--- src/rtl/ddp_pkg.sv ---
// Shared definitions for the dual-edge column data packer.
// Assumes an even colour width so that every lane carries exactly two bits.
package ddp_pkg;
    localparam int COLOR_W         = 6;
    localparam int LANES_PER_COLOR = COLOR_W / 2;
    localparam int LANES_TOTAL     = 3 * LANES_PER_COLOR;

    typedef struct packed {
        logic               de;
        logic [COLOR_W-1:0] r;
        logic [COLOR_W-1:0] g;
        logic [COLOR_W-1:0] b;
    } pix_t;
endpackage

--- src/rtl/ddp_phase_gen.sv ---
// Phase counter for one pixel period made of FAST_PER_PIX fast cycles.
// Provides the end-of-period strobe and the lane clock level (high in the first half).
// Assumes FAST_PER_PIX is even and at least 4.
module ddp_phase_gen #(
    parameter int FAST_PER_PIX = 16
) (
    input  logic                            clk,
    input  logic                            rst_n,
    output logic [$clog2(FAST_PER_PIX)-1:0] phase,
    output logic                            pix_end,
    output logic                            first_half
);
    localparam int PW   = $clog2(FAST_PER_PIX);
    localparam int HALF = FAST_PER_PIX / 2;

    assign pix_end    = (phase == PW'(FAST_PER_PIX - 1));
    assign first_half = (phase < PW'(HALF));

    // Advance the phase every fast cycle, wrapping at the period end.
    always_ff @(posedge clk) begin
        if (!rst_n) begin
            phase <= '0;
        end else if (pix_end) begin
            phase <= '0;
        end else begin
            phase <= phase + 1'b1;
        end
    end
endmodule

--- src/rtl/ddp_align_pipe.sv ---
// Holds back the pixel stream by DEPTH pixel periods and derives the column start pulse
// from the rising edge of the active flag, so the pulse leads the first pixel by DEPTH-1
// periods. Assumes adv pulses once per pixel period, on its last fast cycle.
module ddp_align_pipe
    import ddp_pkg::*;
#(
    parameter int DEPTH = 3
) (
    input  logic clk,
    input  logic rst_n,
    input  logic adv,
    input  pix_t pix_in,
    output pix_t pix_out,
    output logic start
);
    pix_t stg [DEPTH];

    // Shift the pixel delay line and register the line start once per period.
    always_ff @(posedge clk) begin
        if (!rst_n) begin
            for (int i = 0; i < DEPTH; i++) stg[i] <= '0;
            start <= 1'b0;
        end else if (adv) begin
            stg[0] <= pix_in;
            for (int i = 1; i < DEPTH; i++) stg[i] <= stg[i-1];
            start <= pix_in.de & ~stg[0].de;
        end
    end

    assign pix_out = stg[DEPTH-1];

    // a start pulse always accompanies a freshly captured active pixel
    p_start_marks_first_r4: assert property (@(posedge clk) disable iff (!rst_n)
        start |-> stg[0].de);

    // the pulse never spans two consecutive pixel periods
    p_start_one_period_r4: assert property (@(posedge clk) disable iff (!rst_n)
        (adv && start) |=> !start);
endmodule

--- src/rtl/ddp_lane_ser.sv ---
// Splits one aligned pixel into per-lane bits for the high and low halves of the lane clock,
// blanks them outside active data, and delays the result by 0 to SKEW_TAPS-1 fast cycles.
// Assumes SKEW_TAPS is at least 2 and the skew select stays below SKEW_TAPS.
module ddp_lane_ser
    import ddp_pkg::*;
#(
    parameter int SKEW_TAPS = 8
) (
    input  logic                         clk,
    input  logic                         rst_n,
    input  logic                         first_half,
    input  pix_t                         pix,
    input  logic [$clog2(SKEW_TAPS)-1:0] skew,
    output logic [LANES_PER_COLOR-1:0]   lane_r,
    output logic [LANES_PER_COLOR-1:0]   lane_g,
    output logic [LANES_PER_COLOR-1:0]   lane_b
);
    localparam int L  = LANES_PER_COLOR;
    localparam int LW = LANES_TOTAL;

    logic [LW-1:0] hi_bits;
    logic [LW-1:0] lo_bits;
    logic [LW-1:0] now_bits;
    logic [LW-1:0] dly [1:SKEW_TAPS-1];
    logic [LW-1:0] sel_bits;

    // Lane k takes the even bit 2k in the high half and the odd bit 2k+1 in the low half.
    for (genvar k = 0; k < L; k++) begin : g_map
        assign hi_bits[k]       = pix.r[2*k];
        assign lo_bits[k]       = pix.r[2*k+1];
        assign hi_bits[L+k]     = pix.g[2*k];
        assign lo_bits[L+k]     = pix.g[2*k+1];
        assign hi_bits[2*L+k]   = pix.b[2*k];
        assign lo_bits[2*L+k]   = pix.b[2*k+1];
    end

    // Choose the half-cycle bit and force zeros during blanking.
    always_comb begin
        now_bits = '0;
        if (pix.de) now_bits = first_half ? hi_bits : lo_bits;
    end

    // Fast-cycle delay line used for setup/hold trimming.
    always_ff @(posedge clk) begin
        if (!rst_n) begin
            for (int i = 1; i < SKEW_TAPS; i++) dly[i] <= '0;
        end else begin
            dly[1] <= now_bits;
            for (int i = 2; i < SKEW_TAPS; i++) dly[i] <= dly[i-1];
        end
    end

    // Pick the tap named by the skew setting.
    always_comb begin
        if (skew == '0) sel_bits = now_bits;
        else            sel_bits = dly[skew];
    end

    assign lane_r = sel_bits[L-1:0];
    assign lane_g = sel_bits[2*L-1:L];
    assign lane_b = sel_bits[3*L-1:2*L];
endmodule

--- src/rtl/ddp_column_packer.sv ---
// Top of the dual-edge column data packer: phase generation, start alignment and lane
// serialisation. Assumes pixel inputs are held for a whole pixel period and sampled at its end.
module ddp_column_packer #(
    parameter int FAST_PER_PIX = 16,
    parameter int START_LEAD   = 2,
    parameter int SKEW_TAPS    = 8
) (
    input  logic                                  clk,
    input  logic                                  rst_n,
    input  logic                                  pix_de,
    input  logic [ddp_pkg::COLOR_W-1:0]           pix_r,
    input  logic [ddp_pkg::COLOR_W-1:0]           pix_g,
    input  logic [ddp_pkg::COLOR_W-1:0]           pix_b,
    input  logic [$clog2(SKEW_TAPS)-1:0]          skew_sel,
    output logic [ddp_pkg::LANES_PER_COLOR-1:0]   lane_r,
    output logic [ddp_pkg::LANES_PER_COLOR-1:0]   lane_g,
    output logic [ddp_pkg::LANES_PER_COLOR-1:0]   lane_b,
    output logic                                  lane_clk,
    output logic                                  col_start
);
    import ddp_pkg::*;

    localparam int ALIGN_DEPTH = START_LEAD + 1;
    localparam int PW          = $clog2(FAST_PER_PIX);

    logic [PW-1:0] phase;
    logic          pix_end;
    logic          first_half;
    pix_t          in_pix;
    pix_t          aligned;

    assign in_pix = {pix_de, pix_r, pix_g, pix_b};

    ddp_phase_gen #(.FAST_PER_PIX(FAST_PER_PIX)) u_phase (
        .clk        (clk),
        .rst_n      (rst_n),
        .phase      (phase),
        .pix_end    (pix_end),
        .first_half (first_half)
    );

    ddp_align_pipe #(.DEPTH(ALIGN_DEPTH)) u_align (
        .clk     (clk),
        .rst_n   (rst_n),
        .adv     (pix_end),
        .pix_in  (in_pix),
        .pix_out (aligned),
        .start   (col_start)
    );

    ddp_lane_ser #(.SKEW_TAPS(SKEW_TAPS)) u_ser (
        .clk        (clk),
        .rst_n      (rst_n),
        .first_half (first_half),
        .pix        (aligned),
        .skew       (skew_sel),
        .lane_r     (lane_r),
        .lane_g     (lane_g),
        .lane_b     (lane_b)
    );

    assign lane_clk = first_half;

    // the lane clock rises right after every period end
    p_clk_rise_at_wrap_r1: assert property (@(posedge clk) disable iff (!rst_n)
        pix_end |=> $rose(lane_clk));

    // the start pulse only begins on a pixel period boundary
    p_start_on_boundary_r4: assert property (@(posedge clk) disable iff (!rst_n)
        $rose(col_start) |-> (phase == '0));
endmodule

--- config.mk ---
export PLATFORM = sky130hd
export DESIGN_NAME = ddp_column_packer
export DESIGN_NICKNAME = d
export VERILOG_FILES = /design/src/rtl/ddp_pkg.sv /design/src/rtl/ddp_phase_gen.sv /design/src/rtl/ddp_align_pipe.sv /design/src/rtl/ddp_lane_ser.sv /design/src/rtl/ddp_column_packer.sv
export SDC_FILE = /design/constraint.sdc
export NUM_CORES = 1
export LEC_CHECK = 0
export ABC_AREA = 1
export BUFFER_PORTS_ARGS = -buffer_cell sky130_fd_sc_hd__buf_2
export CAP_MARGIN = 40
export CORE_UTILIZATION = 35
export DETAILED_ROUTE_END_ITERATION = 8
export GPL_TIMING_DRIVEN = 0
export PLACE_DENSITY = 0.5
export RECOVER_POWER = 25
export SLEW_MARGIN = 30
export SYNTH_ARGS = -nofsm -noshare
export SYNTH_HDL_FRONTEND = slang
export SYNTH_SLANG_ARGS = --single-unit
--- constraint.sdc ---
create_clock -name clk -period 4.9 [get_ports clk]
set_clock_uncertainty 0.1 [all_clocks]
set_input_delay 0.245 -clock clk [delete_from_list [all_inputs] [get_ports clk]]
set_output_delay 0.245 -clock clk [all_outputs]
set_load 0.005 [all_outputs]
==> Yosys cells after proc, flatten, opt, wreduce, memory -nomap -nowiden <==
Memory sizes are Yosys's and may differ from the RTL's.
Cells that the tools add are included.
W data, S select, Z words.
{ "op_classes": {"addsub": 1, "n_lt_le_gt_ge": 1, "eq_ne": 1, "muxes": 18, "bitwise_logic": 13, "n_reduce_logical": 2} }
{ "op_table": {"columns": ["cell", "count"], "rows": [
  ["$mux W9", 10],
  ["$mux W19", 3],
  ["$or A1 B1 Y1", 10],
  ["$mux W1", 5],
  ["$add A4 B1 Y4 const B", 1],
  ["$eq A4 B4 Y1 const B", 1],
  ["$lt A4 B4 Y1 const B", 1],
  ["$logic_not A3 Y1", 1],
  ["$not A1 Y1", 2],
  ["$reduce_or A2 Y1", 1],
  ["$and A1 B1 Y1", 1]
]} }
{ "word_totals": {"reg_bits": 5, "ram_bits": 120, "input_bits": 24, "elab_cells": 40, "mem_count": 2} }
{ "memory_table": {"columns": ["memory", "words", "width", "rd", "rd_ports_with_merged_regs", "write_ports", "line", "text"], "rows": [
  ["u_ser.dly", 7, 9, 7, 0, 7, "ddp_lane_ser.sv:24", "logic [LW-1:0] dly [1:SKEW_TAPS-1];"],
  ["u_align.stg", 3, 19, 3, 0, 3, "ddp_align_pipe.sv:16", "pix_t stg [DEPTH];"]
]} }

==> Longest topological paths before layout <==
Gate-level depths: netlist of the first run.
{ "logic_depth": {"word_depth": 5, "depth_mapped": 8, "ltp_nobuf": 6} }

==> Hierarchy <==
A second synthesis of the first run with hierarchy kept.
{ "hier_totals": {"cells_unflattened": 653, "hier_area_um2": 5442.7} }
{ "by_module_without_submodules": {"columns": ["module", "n_inst", "cells_each", "area_per_inst_um2", "seq_area_each_um2"], "rows": [
  ["ddp_lane_ser", 1, 429, 2798.9, 1261.2],
  ["ddp_align_pipe", 1, 205, 2486.1, 1731.7],
  ["ddp_phase_gen", 1, 19, 157.7, 80.1]
]} }

==> Worst setup path before layout of the first run <==
No wires, ideal clock.
{ "synth_timing": {"kind": "register -> register", "from": "reg u_phase.phase[0]", "to": "mem u_align.stg[0][0] in the netlist's numbering, enable pin", "setup_ns": 0.418, "arrival_time_ns": 1.909, "t_required_ns": 4.382, "slack_ns": 2.473, "path_stages_with_launch": 4, "n_path_buf": 0, "synth_period_minus_slack_ns": 2.427, "path_cell_list": "dfxtp_1 -> ha_1 -> nand3_2 -> nand2_1"} }
{ "synth_rtl": {"columns": ["element", "line", "text"], "rows": [
  ["from (decl)", "ddp_phase_gen.sv:9", "output logic [$clog2(FAST_PER_PIX)-1:0] phase,"],
  ["from (signal assigned)", "ddp_phase_gen.sv:26", "phase <= phase + 1'b1;"],
  ["to (decl)", "ddp_align_pipe.sv:16", null]
]} }

==> results.md, run 1 <==
- P_leak: 3.18 nW
- RePlAce Congestion: 0.731
- R2r startpoint: u_phase.phase[0]$_SDFF_PP0_
- Worst hold-check path type: in2reg
- Crit path max-delay family: buffers and inverters
- Pwr dens: 383 nW/µm²
- Largest net degree at the start of global routing: 36
- Worst-path maximum fanout: 10
- RSZ-0062 raised after global routing: no
- Top FF cell, synth: dfxtp_1
- Post-Syn Nets: 653
- First-pass GRT wire length: 15700 µm
- I/O Pins: 35
- Stages on worst setup path: 6
- CP arrival: 1820 ps
- Synth warn: 0
- Fraction of layout cells with a size suffix above 1: 18.6%
- Fin util: 43.2%
- Initial antenna violation count: 0
- Clk sinks: 125
- WS Path Type: reg2out
- PostCTS Resize Cnt: 0
- Minimum clock period: 2160 ps
- Most frequent cells after synthesis: inv_1, nand2_1, dfxtp_1
- Number of DRC markers in iteration 0: 132
- Flop-to-flop setup slack: 3220 ps
- Core area: 15300 µm²
- Normalized max-slew margin: 65.1%
- DRT antenna net count: 0
- Post-synth EDFFs: 57
- Synthesis-stage register bit count: 125
- Total track usage: 12.5%
- Synth top area share: 30.9%
- RR Endpoint: u_align.stg[0][46]$_SDFFCE_PN0P_
- Number of global-route vias before repair: 3479
- Total Wirelength: 8930 µm
- Post-DP HPWL: 6590 µm
- CTS tree: built
- Longest Clk Path Bufs: 2
- Max-Cap Viols: 0
- Seq/Total Area, Yosys: 55.6%
- Tcrit/Tclk final: 44.1%
- Worst R2R Path Depth: 4
- Postcts setup bufs: 0
- Crit. Startpoint: u_align.stg[0][56]$_SDFFCE_PN0P_
- Via count: 3555
- Distinct cell type count after synthesis: 25
- Post-Synthesis Cells: 628
- Reg clk slew, reported paths: 50 ps
- CP max stage cell: edfxtp_1
- CP peak stage delay: 400 ps
- Outcome: finished clean
- Die outline width: 128 µm
- Drt wl/cell: 9.87 µm
- # setup viols final: 0
- Mapped cell area: 5530 µm²
- Cts hold-fix bufs: 0
- Clk Latency, worst-skew pair: 410 ps
- CTS Root Cell: clkbuf_16
- Top post-synthesis cells by area: edfxtp_1, dfxtp_1, inv_1, nand2_1, nor2_4
- Count leader, synth: inv_1
- Worst setup SP type: register
- # rows: 45
- Slew at the pin with the worst max-slew slack: 524 ps
- CP endpoint kind: primary output
- Placement Setup Slack: 3130 ps
- Die area: 16300 µm²
- Final TNS setup: 0 ps
- Min-delay src: pix_de
- Final worst slack: 2740 ps
- Congestion Overflow GR: 0
- Worst-path cell chain: inv_2 > clkbuf_1 > nor3_1 > nor2_1 > a21oi_1 > buf_2
- Starting Density: 36.1%
- H-tree levels: 4
- Area growth, synth to finish: 19.5%
- Chip Height: 128 µm
- Max VDD drop: 0.241 mV
- Final Max Tran Viols: 0
- Post-synth ARST share: 0%
- DRC Markers: 0
- Fmax: 462 MHz
- Hold path depth: 3
- ANT cells: 0
- Synth Area per Inst: 8.81 µm²
- Synth area leader: edfxtp_1
- WHS Endpoint: u_align.start$_SDFFE_PN0N_
- Crit path buf inv count: 3
- CTS buffer count: 17
- Port-buffer cells: 33
- Worst path required time: 4550 ps
- Final nets: 706
- DRT Pass-1 Iters: 4
- Vias per Instance: 3.93
- Final hold viol count: 0
## final cells by class
| type | count | area, µm² |
|---|---|---|
| flip-flops and latches | 125 | 3070 |
| inverters | 181 | 682 |
| plain buffers | 24 | 211 |
| well taps | 211 | 264 |
| repair buffers | 34 | 184 |
| clock buffers | 27 | 554 |
| fillers | 1539 | 8710 |
| clock inverters | 5 | 75.1 |
| multi-input cells | 298 | 1570 |
## cell usage in the layout, fill, tap and decap left out, drive strengths merged
master / count
edfxtp: 57
nand2: 138
buf: 48
bufinv: 2
nor4: 9
clkbuf: 37
xnor2: 1
a21oi: 10
o21ai: 10
nand3: 30
inv: 181
clkinv: 3
o21bai: 1
nor2: 89
ha: 1
dfxtp: 68
nor3: 9
## per-stage QoR
stage | cell area (µm²) | hold slack (ps) | instances | power, mW
2_1_floorplan | 5530 | 304 | 628 | 1.22
3_3_place_gp | 5960 | 309 | 872 | 1.26
3_5_place_dp | 5990 | 314 | 873 | 1.26
4_1_cts | 6620 | 8.95 | 905 | 2.56
5_1_grt | 6610 | 36.3 | 905 | 2.62
6_report | 6610 | 23.8 | 905 | 2.53
## worst max path at each step
stage | to | slack (ps)
floorplan | u_align.stg[0][0]$_SDFFCE_PN0P_ | 2470
global placement | u_phase.phase[3]$_SDFF_PP0_ | 1980
detailed placement | lane_b[1] | 3130
CTS | lane_b[1] | 2710
global route | lane_b[1] | 2650
finish | lane_b[1] | 2740
## where the power goes
part	leakage, nW	internal, mW	total (mW)	switching (mW)
logic	1.73	0.0411	0.120	0.0792
clock network	0.315	0.872	1.29	0.419
registers	1.14	1.11	1.12	0.00740
total	3.18	2.02	2.53	0.506
## kinds of logic after synthesis
kind of cell             synth area share [%]
adder cells (fa/ha/maj)                 0.226
flip-flops                               55.6
AO/OA/AOI/OAI                            1.95
XOR/XNOR                                0.158
AND/OR/NAND/NOR                          25.8
buffers and inverters                    16.3
## routing by layer
metal | global-route usage [%] | wire [µm]
met5 | 0 | 0
met4 | 5.40 | 108
met3 | 3.92 | 316
met2 | 22.5 | 4580
met1 | 13.5 | 3920
## flip-flops by register name, indices dropped and copies added, names as in the netlist
name,flops
u_align.stg,57
u_ser.dly,63
u_align.start,1
u_phase.phase,4
## worst register-to-register path, stage by stage, from the launching register on
cell     delay (ps)
dfxtp_1         350
ha_1            210
nand3_2         140
nand2_4         300
buf_12          260
No activity file was read; power rests on OpenSTA's default activity.
==> run 2: changes to the inputs <==
--- a/config.mk
+++ b/config.mk
@@ -11,7 +11,7 @@
 export CORE_UTILIZATION = 35
 export DETAILED_ROUTE_END_ITERATION = 8
 export GPL_TIMING_DRIVEN = 0
-export PLACE_DENSITY = 0.5
+export PLACE_DENSITY = 0.52
 export RECOVER_POWER = 25
 export SLEW_MARGIN = 30
 export SYNTH_ARGS = -nofsm -noshare
==> constraint.sdc (replaced) <==
create_clock -name clk -period 1.9 [get_ports clk]
set_clock_uncertainty 0.1 [all_clocks]
set_input_delay 0.095 -clock clk [delete_from_list [all_inputs] [get_ports clk]]
set_output_delay 0.095 -clock clk [all_outputs]
set_load 0.005 [all_outputs]
==> run 2 against run 1 <==
Compared with the run above:
- sequential power grew to 2.6 times the previous value
- largest cell class unchanged
- worst hold slack gained 63 ps
- flip-flop and latch count is the same
- die area is the same
- global-route usage grew 0.36 points
- utilization grew 1.5 points
==> results.md, run 2 (synthesis gave the netlist of run 1 again) <==
- First-pass GRT wire length: 16200 µm (+3.4%)
- # rows: 45 (unchanged)
- Tot Pwr: 6.46 mW (+160%)
- Die outline width: 128 µm (unchanged)
- DRT antenna net count: 0 (unchanged)
- DRT Pass-1 Iters: 4 (unchanged)
- Drt wl/cell: 9.96 µm (+0.90%)
- Starting Density: 36.1% (unchanged)
- Tcrit/Tclk final: 94.8%
- # setup viols final: 0 (unchanged)
- Largest net degree at the start of global routing: 61 (+69%)
- Top flop regs: u_ser.dly: 63 flops, u_align.stg: 57 flops, u_phase.phase: 4 flops
- Hold Worst Slack: 86.7 ps (+62.9 ps)
- Via count: 3692 (+3.9%)
- Final hold viol count: 0 (unchanged)
- Chip Height: 128 µm (unchanged)
- Fmax: 555 MHz
- Final Non-Filler Cells: 928 (+2.5%)
- Max VDD drop: 0.736 mV (+210%)
- H-tree levels: 4 (unchanged)
- I/O Pins: 35 (unchanged)
- Worst hold-check path type: in2reg
- Worst path required time: 1700 ps (-2850 ps)
- ANT cells: 0 (unchanged)
- CTS Root Cell: clkbuf_16
- Sw Pwr: 1.41 mW (+180%)
- CTS buffer count: 17 (unchanged)
- Pwr dens: 944 nW/µm² (+150%)
- Final nets: 729 (+3.3%)
- Congestion Overflow GR: 0 (unchanged)
- CP endpoint kind: primary output
- RePlAce Congestion: 0.733 (+0.19%)
- Placed Cells: 872 (-0.11%)
- Die area: 16300 µm² (unchanged)
- Number of global-route vias before repair: 3709 (+6.6%)
- Fill cells: 1537 (-0.13%)
- Number of DRC markers in iteration 0: 182 (+38%)
- P_leak: 3.25 nW (+2.3%)
- CP arrival: 1610 ps (-210 ps)
- M1 GR Usage: 13.5% (-0.061 points)
- Area growth, synth to finish: 23.6%
- Reg power frac: 44.6% (+0.4 points)
- Gate power share: 5.4% (+0.6 points)
- Slew at the pin with the worst max-slew slack: 519 ps (-5.36 ps)
- Port-buffer cells: 33 (unchanged)
- CTS tree: built
- Normalized max-slew margin: 65.4% (+0.36 points)
- Flop-to-flop setup slack: 250 ps (-2970 ps)
- Clk Latency, worst-skew pair: 410 ps (about the same)
- Most flop-heavy register: u_ser.dly
- Worst setup SP type: register
- Max-Cap Viols: 0 (unchanged)
- Initial antenna violation count: 0 (unchanged)
- Worst-path maximum fanout: 8 (-2)
- Fin util: 44.6% (+1.5 points)
- Longest Clk Path Bufs: 2 (unchanged)
- Clk sinks: 125 (unchanged)
- Sw Share: 21.8% (+1.8 points)
- Total track usage: 12.9% (+0.36 points)
- Internal: 5.05 mW (+150%)
- Clock power share: 50.0% (-1.0 points)
- Outcome: finished clean
- Most common cell after layout, fill and taps aside: inv_1
- Met3 Use GR: 3.38% (-0.54 points)
- Max reg flops: 63 (unchanged)
- DRC Markers: 0 (unchanged)
- Core area: 15300 µm² (unchanged)
- Vias per Instance: 3.98 (+1.3%)
- Post-DP HPWL: 6490 µm (-1.6%)
- Minimum clock period: 1800 ps
- Fraction of layout cells with a size suffix above 1: 20.1% (+1.5 points)
- Reg clk slew, reported paths: 60 ps (about the same)
- WS Path Type: reg2out
- Final Max Tran Viols: 0 (unchanged)
- Total Wirelength: 9240 µm (+3.5%)
- Busiest grt layer: met2
- Routing usage on met2: 23.9% (+1.4 points)
- Most frequent cells in the layout: inv_1, nand2_1, dfxtp_1
## run 2: cell types whose count changed in the layout (fill, tap and decap cells not counted), sizes merged
cell / change
clkinv: +6
dlygate4sd3: +19
buf: +5
clkbuf: -11
bufinv: +1
clkinvlp: +3
## run 2: path summary, 6_finish.rpt
kind                                             startpoint                               end  cells past startpoint
worst max-delay path            u_phase.phase[3]$_SDFF_PP0_                         lane_g[0]                      8
worst min-delay path                                  rst_n        u_align.start$_SDFFE_PN0N_                      5
worst max register to register  u_phase.phase[0]$_SDFF_PP0_  u_align.stg[0][54]$_SDFFCE_PN0P_                      6
worst min register to register   u_ser.dly[2][0]$_SDFF_PN0_        u_ser.dly[3][0]$_SDFF_PN0_                      2
## run 2: per-stage QoR
| stage | setup TNS (ps) | area, µm² | worst slack [ps] |
|---|---|---|---|
| floorplan | 0 | 5530 | 35.0 |
| global route | -1.51 | 6840 | -1.51 |
| CTS | -5.88 | 6770 | -5.88 |
| detailed placement | 0 | 5970 | 117 |
| finish | 0 | 6840 | 98.6 |
| global placement | -13390 | 5960 | -232 |
## run 2: layer usage
layer | part of all wire, % | routed length (µm) | vias up
met3 | 3.2 | 297 | 13
met1 | 43 | 3930 | 1627
met4 | 1.4 | 128 | 0
met2 | 53 | 4890 | 61
li1 | - | - | 1991
met5 | 0 | 0 | -
## run 2: cell type report
class	count	area, µm²	area share (%)
well taps	211	264	3.86
plain buffers	24	213	3.11
clock inverters	15	174	2.54
flip-flops and latches	125	3070	45.0
repair buffers	57	392	5.73
clock buffers	17	425	6.22
inverters	181	684	10.0
multi-input cells	298	1610	23.5
## run 2: critical path, stage by stage, from the launching register on
cell and delay [ps]:
dfxtp_2 320, buf_6 130, inv_4 50, buf_6 120, nor2_2 40, nor3_1 180
nor2_1 70, a21oi_1 140, buf_2 140
## run 2: what timing repair did
item	4_1_cts	5_1_grt
resized for setup	5	9
buffers inserted	0	5
endpoints found under the hold margin	20	0
hold buffers	19	0
pin swaps	1	3
endpoints found under the setup margin	3	8
## run 2: power groups by stage
stage	combinational, mW	sequential [mW]	clock [mW]
final	0.348	2.88	3.23
after global routing	0.393	2.89	3.41
after CTS	0.351	2.88	3.30
after detailed placement	0.316	2.94	0
after global placement	0.310	2.94	0
after floorplan	0.214	2.93	0
==> run 3: changes to the inputs <==
--- a/config.mk
+++ b/config.mk
@@ -5,7 +5,6 @@
 export SDC_FILE = /design/constraint.sdc
 export NUM_CORES = 1
 export LEC_CHECK = 0
-export ABC_AREA = 1
 export BUFFER_PORTS_ARGS = -buffer_cell sky130_fd_sc_hd__buf_2
 export CAP_MARGIN = 40
 export CORE_UTILIZATION = 35
==> run 3 against run 2 <==
Compared with the run above:
- the run now ends with DRC left
- total power fell by 1.2%
- critical path depth decreased by 3
- register-to-register slack got worse by 70 ps
- final cell count down 32%
- global-route usage decreased by 0.44 points
- sequential power about the same
- final area shrank 13%
- combinational power down 35%
- largest cell class unchanged
- largest power group unchanged
==> results.md, run 3 <==
- WS Path Type: reg2out
- Initial antenna violation count: 0 (unchanged)
- Worst-path maximum fanout: 5 (-3)
- Top FF cell, synth: dfxtp_1
- Fmax: 556 MHz (+0.13%)
- Tcrit/Tclk final: 94.7% (-0.12 points)
- DRT Pass-1 Iters: 6 (+2)
- Number of global-route vias before repair: 2831 (-24%)
- Mapped cell area: 4720 µm² (-15%)
- Most frequent cells in the layout: and2_1, dfxtp_1, edfxtp_1
- Synth area leader: edfxtp_1
- Via count: 2672 (-28%)
- Most frequent cells after synthesis: and2_1, dfxtp_1, edfxtp_1
- Synth Area per Inst: 12.9 µm² (+46%)
- Violated checks: DRC
- P_leak: 2.38 nW (-27%)
- Number of DRC markers in iteration 0: 69 (-62%)
- Max VDD drop: 0.649 mV (-12%)
- # setup viols final: 0 (unchanged)
- Chip Height: 118 µm (-7.5%)
- Vias per Instance: 4.25 (+6.9%)
- Minimum clock period: 1800 ps (-2.34 ps)
- Max-Cap Viols: 0 (unchanged)
- Flop-to-flop setup slack: 180 ps (-70 ps)
- Hold Worst Slack: 211 ps (+125 ps)
- CTS tree: built
- Slew at the pin with the worst max-slew slack: 719 ps (+200 ps)
- Synthesis-stage register bit count: 125 (unchanged)
- RSZ-0062 raised after global routing: no
- Die area: 14000 µm² (-14%)
- CP arrival: 1600 ps (about the same)
- Post-synth ARST share: 0% (unchanged)
- Count leader, synth: and2_1
- I/O Pins: 35 (unchanged)
- Largest net degree at the start of global routing: 60 (-1.6%)
- Final nets: 464 (-36%)
- Final worst slack: 101 ps (+2.34 ps)
- Clk Latency, worst-skew pair: 400 ps (about the same)
- Clk sinks: 125 (unchanged)
- Final Non-Filler Cells: 628 (-32%)
- Reg clk slew, reported paths: 60 ps (about the same)
- Congestion Overflow GR: 0 (unchanged)
- Longest Clk Path Bufs: 2 (unchanged)
- Top post-synthesis cells by area: edfxtp_1, dfxtp_1, and2_1, mux2i_1, mux2_2
- Distinct cell type count after synthesis: 29 (+16%)
- Outcome: finished, violations left
- First-pass GRT wire length: 13300 µm (-18%)
- Area growth, synth to finish: 25.7%
- Final TNS setup: 0 ps (unchanged)
- RePlAce Congestion: 0.695 (-5.2%)
- Starting Density: 35.8% (-0.31 points)
- CTS Root Cell: clkbuf_16
- Top flop regs: u_ser.dly: 63 flops, u_align.stg: 57 flops, u_phase.phase: 4 flops
- DRT antenna net count: 0 (unchanged)
- Port-buffer cells: 34 (+3.0%)
- DRC Markers: 1 (+1)
- Pwr dens: 1070 nW/µm² (+14%)
- Post-Synthesis Cells: 367 (-42%)
- Final Max Tran Viols: 0 (unchanged)
- Synth warn: 0 (unchanged)
- Worst path required time: 1700 ps (about the same)
- Most common cell after layout, fill and taps aside: and2_1
- Postcts setup bufs: 0 (unchanged)
- Worst hold-check path type: in2reg
- Synth top area share: 36.2% (+5.3 points)
- Post-Syn Nets: 392 (-40%)
- Fraction of layout cells with a size suffix above 1: 18.6% (-1.5 points)
- Placed Cells: 577 (-34%)
- Post-synth EDFFs: 57 (unchanged)
- # rows: 42 (-6.7%)
- Total Wirelength: 7850 µm (-15%)
- ANT cells: 0 (unchanged)
- Placement Setup Slack: -8.97 ps (-126 ps)
- CP endpoint kind: primary output
- Final hold viol count: 0 (unchanged)
- Max reg flops: 63 (unchanged)
- Die outline width: 118 µm (-7.5%)
- Drt wl/cell: 12.5 µm (+26%)
- Total track usage: 12.4% (-0.44 points)
- Seq/Total Area, Yosys: 65.1% (+9.5 points)
- CTS buffer count: 17 (unchanged)
- Fin util: 45.0% (+0.37 points)
- H-tree levels: 4 (unchanged)
- Normalized max-slew margin: 51.8% (-14 points)
- Core area: 13200 µm² (-14%)
- Post-DP HPWL: 5150 µm (-21%)
- Most flop-heavy register: u_ser.dly
- Worst setup SP type: register
run 3: cell families (layout without fill, tap and decap cells):
family                   after synthesis  in the layout  synth area share (%)
AND/OR/NAND/NOR                      142            142                  18.1
flip-flops                           125            125                  65.1
multiplexers                          36             36                  7.87
buffers and inverters                 33            118                  3.42
AO/OA/AOI/OAI                         28             28                  4.90
XOR/XNOR                               2              2                 0.371
adder cells (fa/ha/maj)                1              1                 0.265
run 3: path summary, 6_finish.rpt:
| check | start | endpoint | cells past startpoint |
|---|---|---|---|
| worst max-delay path | u_phase.phase[3]$_SDFF_PP0_ | lane_g[1] | 5 |
| worst min-delay path | rst_n | u_ser.dly[6][8]$_SDFF_PN0_ | 3 |
| worst max register to register | u_phase.phase[0]$_SDFF_PP0_ | u_align.stg[0][27]$_SDFFCE_PN0P_ | 5 |
| worst min register to register | u_ser.dly[3][3]$_SDFF_PN0_ | u_ser.dly[4][3]$_SDFF_PN0_ | 1 |
run 3: stage by stage:
step / total power [mW] / cell area [µm²]
after floorplan: 3.06 / 4730
after global placement: 3.13 / 5120
after detailed placement: 3.14 / 5120
after CTS: 6.47 / 5920
after global routing: 6.59 / 5940
final: 6.38 / 5940
run 3: power breakdown:
group | total (mW) | internal [mW] | switching [mW]
clock network | 3.27 | 2.17 | 1.10
logic | 0.226 | 0.107 | 0.120
registers | 2.88 | 2.86 | 0.0180
total | 6.38 | 5.14 | 1.23
run 3: what timing repair did:
item / CTS / global route
pin swaps: 0 / 0
resized for setup: 1 / 5
gates cloned: 0 / 1
hold buffers: 19 / 0
setup endpoints to repair: 66 / 65
endpoints found under the hold margin: 20 / 0
run 3: per-layer routing:
layer	routed length, µm	GRT usage (%)	up-vias
li1	-	-	1405
met1	3510	13.6	1213
met2	3960	21.9	41
met3	232	3.67	13
met4	150	6.01	0
met5	0	0	-
run 3: critical path, cell delays in order (launching register included):
cell and delay, ps:
dfxtp_2 360, buf_4 160, mux2_2 340, nand2_1 70
a2bb2oi_1 90, buf_2 180
run 3: area by class of cell:
class | instances | area, µm²
tap | 176 | 220
multi-input combinational | 209 | 1510
sequential | 125 | 3070
inverter | 11 | 41.3
timing repair buffer | 54 | 367
clock inverter | 13 | 173
fill | 1200 | 7250
buffer | 21 | 123
clock buffer | 19 | 433
